<file path="config.mk">
export PLATFORM = sky130hd
export DESIGN_NAME = ief_filter
export DESIGN_NICKNAME = d
export VERILOG_FILES = /design/src/rtl/ief_pkg.sv /design/src/rtl/ief_way_match.sv /design/src/rtl/ief_victim_sel.sv /design/src/rtl/ief_filter.sv
export SDC_FILE = /design/constraint.sdc
export NUM_CORES = 1
export LEC_CHECK = 0
export ABC_AREA = 1
export BUFFER_PORTS_ARGS = -buffer_cell sky130_fd_sc_hd__clkbuf_2
export CORE_ASPECT_RATIO = 0.6
export CORE_MARGIN = 3
export CORE_UTILIZATION = 40
export DETAILED_ROUTE_END_ITERATION = 7
export GPL_ROUTABILITY_DRIVEN = 0
export PLACE_DENSITY_LB_ADDON = 0.08
export SKIP_LAST_GASP = 1
export SYNTH_ARGS = -nofsm -noshare
export SYNTH_HDL_FRONTEND = slang
export SYNTH_HIERARCHICAL = 1
export SYNTH_SLANG_ARGS = --single-unit
</file>
<file path="constraint.sdc">
create_clock -name clk -period 3.92 [get_ports clk]
set_clock_uncertainty 0.05 [all_clocks]
set_input_delay 0.784 -clock clk [delete_from_list [all_inputs] [get_ports clk]]
set_output_delay 0.784 -clock clk [all_outputs]
set_load 0.005 [all_outputs]
</file>
<file path="src/rtl/ief_pkg.sv">
package ief_pkg;
  typedef enum logic [2:0] {
    EV_LOAD   = 3'd0,
    EV_STORE  = 3'd1,
    EV_FREE   = 3'd2,
    EV_LOCK   = 3'd3,
    EV_UNLOCK = 3'd4
  } ev_kind_e;

  localparam logic MODE_ALLOC = 1'b0;
  localparam logic MODE_RACE  = 1'b1;
endpackage

</file>
<file path="src/rtl/ief_way_match.sv">
module ief_way_match #(
  parameter int WAYS = 4,
  parameter int TAGW = 14,
  localparam int RW = $clog2(WAYS)
) (
  input  logic [WAYS-1:0]           valid,
  input  logic [WAYS-1:0][TAGW-1:0] tags,
  input  logic [TAGW-1:0]           tag,
  output logic                      hit,
  output logic [RW-1:0]             hit_way
);
  logic [WAYS-1:0] match;

  for (genvar w = 0; w < WAYS; w++) begin : g_cmp
    assign match[w] = valid[w] && (tags[w] == tag);
  end

  always_comb begin
    hit     = |match;
    hit_way = '0;
    for (int w = 0; w < WAYS; w++) begin
      if (match[w]) hit_way = RW'(w);
    end
  end
endmodule

</file>
<file path="src/rtl/ief_victim_sel.sv">
module ief_victim_sel #(
  parameter int WAYS = 4,
  localparam int RW = $clog2(WAYS)
) (
  input  logic [WAYS-1:0]         valid,
  input  logic [WAYS-1:0][RW-1:0] rank,
  output logic [RW-1:0]           victim
);
  logic found_empty;

  always_comb begin
    victim      = '0;
    found_empty = 1'b0;
    for (int w = 0; w < WAYS; w++) begin
      if (rank[w] == RW'(WAYS-1)) victim = RW'(w);
    end
    for (int w = 0; w < WAYS; w++) begin
      if (!valid[w] && !found_empty) begin
        victim      = RW'(w);
        found_empty = 1'b1;
      end
    end
  end
endmodule

</file>
<file path="src/rtl/ief_filter.sv">
module ief_filter #(
  parameter int AW       = 16,
  parameter int SET_BITS = 2,
  parameter int WAYS     = 4
) (
  input  logic          clk,
  input  logic          rst_n,
  input  logic          cfg_mode,
  input  logic          cfg_bypass,
  input  logic          in_valid,
  input  logic [2:0]    in_kind,
  input  logic [AW-1:0] in_addr,
  output logic          out_valid,
  output logic [2:0]    out_kind,
  output logic [AW-1:0] out_addr
);
  import ief_pkg::*;

  localparam int SETS = 1 << SET_BITS;
  localparam int TAGW = AW - SET_BITS;
  localparam int RW   = $clog2(WAYS);

  logic [SETS-1:0][WAYS-1:0]           v_q, v_d, ld_q, ld_d, st_q, st_d;
  logic [SETS-1:0][WAYS-1:0][TAGW-1:0] tag_q, tag_d;
  logic [SETS-1:0][WAYS-1:0][RW-1:0]   rank_q, rank_d;
  logic                                out_valid_q, fwd;
  logic [2:0]                          out_kind_q;
  logic [AW-1:0]                       out_addr_q;

  logic [SET_BITS-1:0] idx;
  logic [TAGW-1:0]     tg;
  logic                hit, is_load, is_store, is_check, is_inval, act, drop;
  logic [RW-1:0]       hit_way, victim, touch;
  logic [RW-1:0]       touch_rank;

  assign idx      = in_addr[SET_BITS-1:0];
  assign tg       = in_addr[AW-1:SET_BITS];
  assign is_load  = (in_kind == EV_LOAD);
  assign is_store = (in_kind == EV_STORE);
  assign is_check = is_load || is_store;
  assign is_inval = (cfg_mode == MODE_RACE) ?
                    ((in_kind == EV_LOCK) || (in_kind == EV_UNLOCK)) :
                    (in_kind == EV_FREE);
  assign act      = in_valid && !cfg_bypass;

  ief_way_match #(.WAYS(WAYS), .TAGW(TAGW)) u_match (
    .valid   (v_q[idx]),
    .tags    (tag_q[idx]),
    .tag     (tg),
    .hit     (hit),
    .hit_way (hit_way)
  );

  ief_victim_sel #(.WAYS(WAYS)) u_victim (
    .valid  (v_q[idx]),
    .rank   (rank_q[idx]),
    .victim (victim)
  );

  // next-state logic
  always_comb begin
    v_d    = v_q;
    ld_d   = ld_q;
    st_d   = st_q;
    tag_d  = tag_q;
    rank_d = rank_q;
    drop   = 1'b0;
    touch  = hit ? hit_way : victim;
    touch_rank = rank_q[idx][touch];
    if (act && is_inval) begin
      v_d  = '0;
      ld_d = '0;
      st_d = '0;
    end else if (act && is_check) begin
      if (hit) begin
        if (cfg_mode == MODE_ALLOC) drop = 1'b1;
        else drop = is_load ? ld_q[idx][hit_way] : st_q[idx][hit_way];
        if (is_load)  ld_d[idx][hit_way] = 1'b1;
        if (is_store) st_d[idx][hit_way] = 1'b1;
      end else begin
        v_d[idx][victim]   = 1'b1;
        tag_d[idx][victim] = tg;
        ld_d[idx][victim]  = is_load;
        st_d[idx][victim]  = is_store;
      end
      for (int w = 0; w < WAYS; w++) begin
        if (RW'(w) == touch) rank_d[idx][w] = '0;
        else if (rank_q[idx][w] < touch_rank)
          rank_d[idx][w] = rank_q[idx][w] + RW'(1);
      end
    end
    fwd = in_valid && !drop;
  end

  // state registers
  always_ff @(posedge clk or negedge rst_n) begin
    if (!rst_n) begin
      v_q  <= '0;
      ld_q <= '0;
      st_q <= '0;
      for (int s = 0; s < SETS; s++)
        for (int w = 0; w < WAYS; w++)
          rank_q[s][w] <= RW'(w);
    end else begin
      v_q    <= v_d;
      ld_q   <= ld_d;
      st_q   <= st_d;
      rank_q <= rank_d;
    end
  end

  always_ff @(posedge clk) begin
    tag_q <= tag_d;
  end

  always_ff @(posedge clk or negedge rst_n) begin
    if (!rst_n) begin
      out_valid_q <= 1'b0;
      out_kind_q  <= '0;
      out_addr_q  <= '0;
    end else begin
      out_valid_q <= fwd;
      if (in_valid) begin
        out_kind_q <= in_kind;
        out_addr_q <= in_addr;
      end
    end
  end

  assign out_valid = out_valid_q;
  assign out_kind  = out_kind_q;
  assign out_addr  = out_addr_q;
endmodule

</file>
Word level (Yosys, flattened, before mapping)
Index checks and enable logic that the tools add are counted.

cells by class
  reduce and logical (&&, ||, !) cells = 32
  add/subtract/negate cells = 4
  order comparisons = 11
  bitwise operators = 13
  multiplexer cells = 88
  equality and inequality tests = 17

operator list
  cell                                                count
  two-way mux 32 bit                                  14
  bitwise mux 224 bit                                 1
  two-way mux 16 bit                                  11
  AND 32 bit                                          4
  bitwise mux 32 bit                                  4
  inverter 32 bit                                     4
  binary-select mux 56 bit (select 2 bit)             1
  demux 56 bit (select 2 bit)                         1
  two-way mux 56 bit                                  2
  demux 8 bit (select 2 bit)                          4
  equality test 14 bit                                4
  bitwise OR 16 bit                                   3
  bitwise mux 16 bit                                  2
  demux 14 bit (select 2 bit)                         1
  binary-select mux 4 bit (select 2 bit)              3
  two-way mux 4 bit                                   6
  two-way mux 2 bit                                   11
  binary-select mux 8 bit (select 2 bit)              1
  demux 4 bit (select 2 bit)                          2
  two-way mux 8 bit                                   2
  two-way mux 1 bit                                   15
  logical AND 1 bit                                   14
  two-way mux 14 bit                                  1
  < comparator 2 x 3 -> 1 bit, second input constant  4
  other kinds (24)                                    50

storage, ports and cells
  register bits after elaboration = 324
  input bits = 24
  output and inout bits = 20
  word-level logic and storage cells = 212

Depth between registers and ports, before layout
  depth after elaboration = 32
  mapped depth = 34

Cells and area by module
The synthesis kept the hierarchy.

by module, submodules not included
  module          cells an instance  instances  area each (um2)
  ief_filter      1439               1          14460.1
  ief_way_match   270                1          1059.8
  ief_victim_sel  17                 1          75.1

Worst setup path before layout
No wires, ideal clock.

  kind = input -> register
  start point = in in_addr[1]
  end point = reg rank_q[12] in the netlist's numbering
  data required time = 3.752 ns
  path buffers = 7
  library setup time = 0.118 ns
  setup slack = -1.012 ns
  arrival time = 4.764 ns
  stages = 33
  cells stage by stage = buf_2 inv_2 nand2_2 inv_2 buf_2 clkbuf_1 clkbuf_1 a22oi_1 nand3_1 inv_1 nand2_1 nand2_1 nor2_1 nand2_1 nor2_1 nand2_1 nand2_2 inv_2 nand2_2 buf_4 nand2_1 o21ai_2 nor2_1 clkbuf_1 a221oi_1 ha_1 nand2_2 nand2_1 nand2_1 buf_4 nand2_1 nand2_1 nand2_1

between the ends
  elaborated cells between the ends (all ways) = 88
  those cells by class = add/sub: 4; order compare: 6; eq/ne: 10; mux: 45; bitwise: 8; reduce/logical: 15

RTL lines
  what                                      line                 RTL
  from (decl)                               ief_filter.sv:12     input logic [AW-1:0] in_addr,
  binary-select mux 56 bit (select 2 bit)   ief_filter.sv:48     .tags (tag_q[idx]),
  two-way mux 56 bit (not written as such)  ief_filter.sv:48
  equality test 14 bit                      ief_way_match.sv:15  assign match[w] = valid[w] && (tags[w] == tag);
  logical AND 1 bit                         ief_way_match.sv:15
  two-way mux 2 bit                         ief_way_match.sv:22  if (match[w]) hit_way = RW'(w);
  two-way mux 2 bit *                       ief_way_match.sv:22
  named net hit_way[1]                      ief_filter.sv:33     logic [RW-1:0] hit_way, victim, touch;
  two-way mux 2 bit *                       ief_filter.sv:68     touch = hit ? hit_way : victim;
  [12 not listed]                           n/a
  bitwise mux 32 bit                        ief_filter.sv:89     rank_d[idx][w] = rank_q[idx][w] + RW'(1);
  two-way mux 32 bit                        ief_filter.sv:88     else if (rank_q[idx][w] < touch_rank)
  two-way mux 32 bit                        ief_filter.sv:87     if (RW'(w) == touch) rank_d[idx][w] = '0;
  two-way mux 32 bit                        ief_filter.sv:74     end else if (act && is_check) begin
  two-way mux 32 bit                        ief_filter.sv:70     if (act && is_inval) begin
  bitwise mux 32 bit                        ief_filter.sv:89
  two-way mux 32 bit                        ief_filter.sv:88
  two-way mux 32 bit *                      ief_filter.sv:87
  to (signal, indexed assignment)           ief_filter.sv:103    rank_q[s][w] <= RW'(w);
  to (signal assigned)                      ief_filter.sv:108    rank_q <= rank_d;
  to (decl)                                 ief_filter.sv:25     logic [SETS-1:0][WAYS-1:0][RW-1:0] rank_q, rank_d;

The timed path passes the listed nets; every way through them passes the cells marked *. The select of a mux whose other input is x is not followed.
A chain may end at the register's enable or synchronous reset.

Worst setup path after layout
  start point = in in_addr[0]
  end point = reg rank_q[20] in the netlist's numbering

between the ends
  elaborated cells between the ends (all ways) = 88
  those cells by class = add/sub: 4; order compare: 6; eq/ne: 10; mux: 45; bitwise: 8; reduce/logical: 15

RTL lines
  what                                      line
  binary-select mux 56 bit (select 2 bit)   ief_filter.sv:48
  two-way mux 56 bit (not written as such)  ief_filter.sv:48
  equality test 14 bit                      ief_way_match.sv:15
  logical AND 1 bit                         ief_way_match.sv:15
  two-way mux 1 bit                         ief_way_match.sv:22
  two-way mux 2 bit                         ief_way_match.sv:22
  two-way mux 2 bit *                       ief_way_match.sv:22
  named net hit_way[0]                      ief_filter.sv:33
  [13 not listed]                           n/a
  bitwise mux 32 bit                        ief_filter.sv:89
  two-way mux 32 bit                        ief_filter.sv:88
  two-way mux 32 bit                        ief_filter.sv:87
  two-way mux 32 bit                        ief_filter.sv:74
  two-way mux 32 bit                        ief_filter.sv:70
  bitwise mux 32 bit                        ief_filter.sv:89
  two-way mux 32 bit                        ief_filter.sv:88
  two-way mux 32 bit *                      ief_filter.sv:87

Marks and branches as above.

==> results.json <==
{
  "post_dp_cell_area_mm2": 0.01820,
  "drt-vias-per-instance": 5.288,
  "fp.dieW_um": 260.9,
  "r2r_start": "tag_q[53]$_DFFE_PP_",
  "ys_seq_elements": 324,
  "startpoint_type": "input pin",
  "synth_edf_count": 224,
  "antenna_found_initial": 0,
  "seq_area_frac_synth": 0.5931,
  "wl_per_cell_um": 19.95,
  "finalNetCount": 1974,
  "cap_violations": 0,
  "p_switching_w": 0.001936,
  "ys_types": 38,
  "grt_pass1_wl_um": 74940,
  "numCtsBuffers": 34,
  "grt-ovfl-total": 0,
  "antenna_left": 0,
  "grt_max_degree": 54,
  "fillers": 3487,
  "yosysWarningCount": 6,
  "worst_pin_slew_ps": 700.5,
  "outcome": "finished clean",
  "report.final.slew_viol_count": 0,
  "path_max_fanout": 6,
  "insertion_delay_ps": 540,
  "synth.avg_cell_area_um2": 9.035,
  "clk_pin_slew_ps": 60,
  "die_h_um": 158.9,
  "power_density_mw_per_mm2": 397.2,
  "seqPwrFrac": 0.476,
  "end_kind": "flop",
  "syn_nets": 1754,
  "drc": 0,
  "core_mm2": 0.03806,
  "h-tree-depth": 2,
  "rrSetupSlack_ps": 520,
  "timing_hold_violations_final": 0,
  "swShare": 0.2477,
  "diodes": 0,
  "setup_tns_ps": 0,
  "ir_worst_vdd_v": 0.0002944,
  "crit_slowest_cell": "xnor2_1",
  "max_stage_delay_ps": 240,
  "postLayoutCellArea_mm2": 0.01968,
  "required_ps": 4290,
  "synth-main-ff-cell": "edfxtp_1",
  "clk_path_buf_depth": 3,
  "grt_pass1_vias": 12054,
  "max_freq_mhz": 263.0,
  "place_hpwl_um": 32950,
  "io_buffer_count": 43,
  "period_minus_slack_ps": 3802,
  "initial_core_util": 0.4098,
  "p_int_w": 0.005880,
  "drt_iter0_drc": 1400,
  "combPwrFrac": 0.099,
  "dieArea_mm2": 0.04147,
  "drive_gt1_frac": 0.2196,
  "finalSetupViolCount": 0,
  "reg2reg_to": "rank_q[20]$_DFFE_PN0P_",
  "track_usage": 0.2351,
  "cts-root-buf": "clkbuf_16",
  "io_pins": 44,
  "dr_total_vias": 13140,
  "reg2reg_depth": 26,
  "async_flop_share": 0.3086,
  "syn2layout_area_growth_pct": 26.20,
  "cts_hold_buf": 0,
  "synth_cells": 1726,
  "p_leak_nw": 8.310,
  "p_clk_frac": 0.425,
  "mostFrequentLayoutCell": "nand2_1",
  "regArea_mm2": 0.009249,
  "fin_crit_sh": 0.9699,
  "slew_headroom": 0.5330,
  "routed_wl_um": 49580,
  "layout_common_cells": "nand2_1, edfxtp_1, nor2_1, buf_4, nand3_1",
  "firstDrtPassIters": 5,
  "hp-class": "in -> async",
  "rows": 55,
  "path_class": "in -> reg",
  "cts_tree": "yes",
  "multi_input_area_mm2": 0.005876,
  "critPathMostFrequentCell": "nand2_1",
  "synthesis.area_mm2": 0.01559,
  "total_power_w": 0.007816,
  "cts_sinks": 324,
  "arrival_ps": 4180
}
[registers in the layout, indices dropped and copies added (netlist names)]
| signal | flops |
|---|---|
| tag_q | 224 |
| rank_q | 32 |
| ld_q | 16 |
| out_addr | 16 |
| st_q | 16 |
| v_q | 16 |
| out_kind | 3 |
| out_valid | 1 |
[per-layer routing]
metal,part of all wire,up-vias,track usage
met5,0,-,0
met1,0.53,6341,0.4067
met3,0.073,44,0.03894
met2,0.39,459,0.3017
li1,-,6296,-
met4,0.011,0,0.03973
[timing repair]
action                     in CTS  in global routing
setup endpoints to repair      29                 32
gates cloned                    0                  5
hold endpoints to repair        0                  0
pin swaps                       2                 14
gates resized for setup         2                 35
setup buffers                   3                 11
[power groups by stage]
stage | Clock (W) | Sequential, W | Combinational, W
finish | 0.00332 | 0.00372 | 0.000778
global route | 0.00355 | 0.00372 | 0.000848
CTS | 0.00339 | 0.00372 | 0.000743
detailed placement | 0 | 0.00379 | 0.000736
global placement | 0 | 0.00379 | 0.000733
floorplan | 0 | 0.00379 | 0.000378
[Yosys cell counts (2+ instances only)]
cell type	instances	share of area
nor3_2	3	0.0019
dfrtp_1	84	0.13
clkinv_1	5	0.0012
a21oi_1	53	0.017
clkbuf_1	36	0.0087
nor2_1	175	0.042
ha_1	4	0.0032
xor2_1	3	0.0017
inv_1	90	0.022
o21ai_1	40	0.013
nand2_1	615	0.15
o21ai_2	3	0.0017
a22oi_1	104	0.050
buf_4	7	0.0034
buf_2	12	0.0039
edfxtp_1	224	0.43
buf_6	3	0.0022
inv_2	25	0.0060
nand2_2	13	0.0052
buf_1	10	0.0024
o21ai_0	6	0.0019
nor3_1	8	0.0026
dfstp_2	16	0.027
a31oi_1	32	0.013
nand2_4	2	0.0014
xnor2_1	6	0.0034
nor2_2	2	0.00080
nand3_1	133	0.043
nor2_4	3	0.0022
[final cells by class]
cell class                      instances  area share
Inverter                              121     0.02429
Clock inverter                         15    0.007502
Sequential cell                       324      0.4700
Tap cell                              513     0.03261
Timing Repair Buffer                  250      0.1167
Multi-Input combinational cell       1215      0.2986
Clock buffer                           47     0.05035
[worst max path at each step]
stage | startpoint | end | slack, ps | cells past startpoint
after floorplan | in_addr[1] | rank_q[0]$_DFFE_PN0P_ | -260 | 32
after global placement | in_addr[0] | rank_q[24]$_DFFE_PN0P_ | -600 | 28
after detailed placement | in_addr[0] | rank_q[9]$_DFFE_PN0P_ | -630 | 28
after CTS | in_addr[0] | rank_q[9]$_DFFE_PN0P_ | 20 | 29
after global routing | in_addr[0] | rank_q[12]$_DFFE_PN0P_ | -50 | 32
final | in_addr[0] | rank_q[20]$_DFFE_PN0P_ | 120 | 30
[cell families (layout without fill, tap and decap cells)]
logic type,count (synthesis),count (layout),share of synthesized area
buffers and inverters,189,433,0.04974
and+or+nand+nor,956,958,0.2486
adders and majority gates,4,4,0.003209
AOI/OAI and AO/OA,244,244,0.1003
xor gates and xnor gates,9,9,0.005055
DFF,324,324,0.5931
[critical path: cells and delay by family]
kind | cells | cell delay (ps)
and+or+nand+nor | 15 | 1270
buffers and inverters | 9 | 1090
AOI/OAI and AO/OA | 4 | 560
xor gates and xnor gates | 1 | 240
adders and majority gates | 1 | 220
[stage by stage]
stage          hold slack [ps]  utilization  worst slack (ps)  instances
2_1_floorplan            399.3            -            -258.6       1726
3_3_place_gp             406.2       0.4783            -595.1       2404
3_5_place_dp             409.8       0.4783            -631.7       2404
4_1_cts                  237.6       0.5093             22.90       2469
5_1_grt                  259.0       0.5171            -45.98       2485
6_report                 210.1       0.5171             118.1       2485
Power figures use the tool's default switching activity.
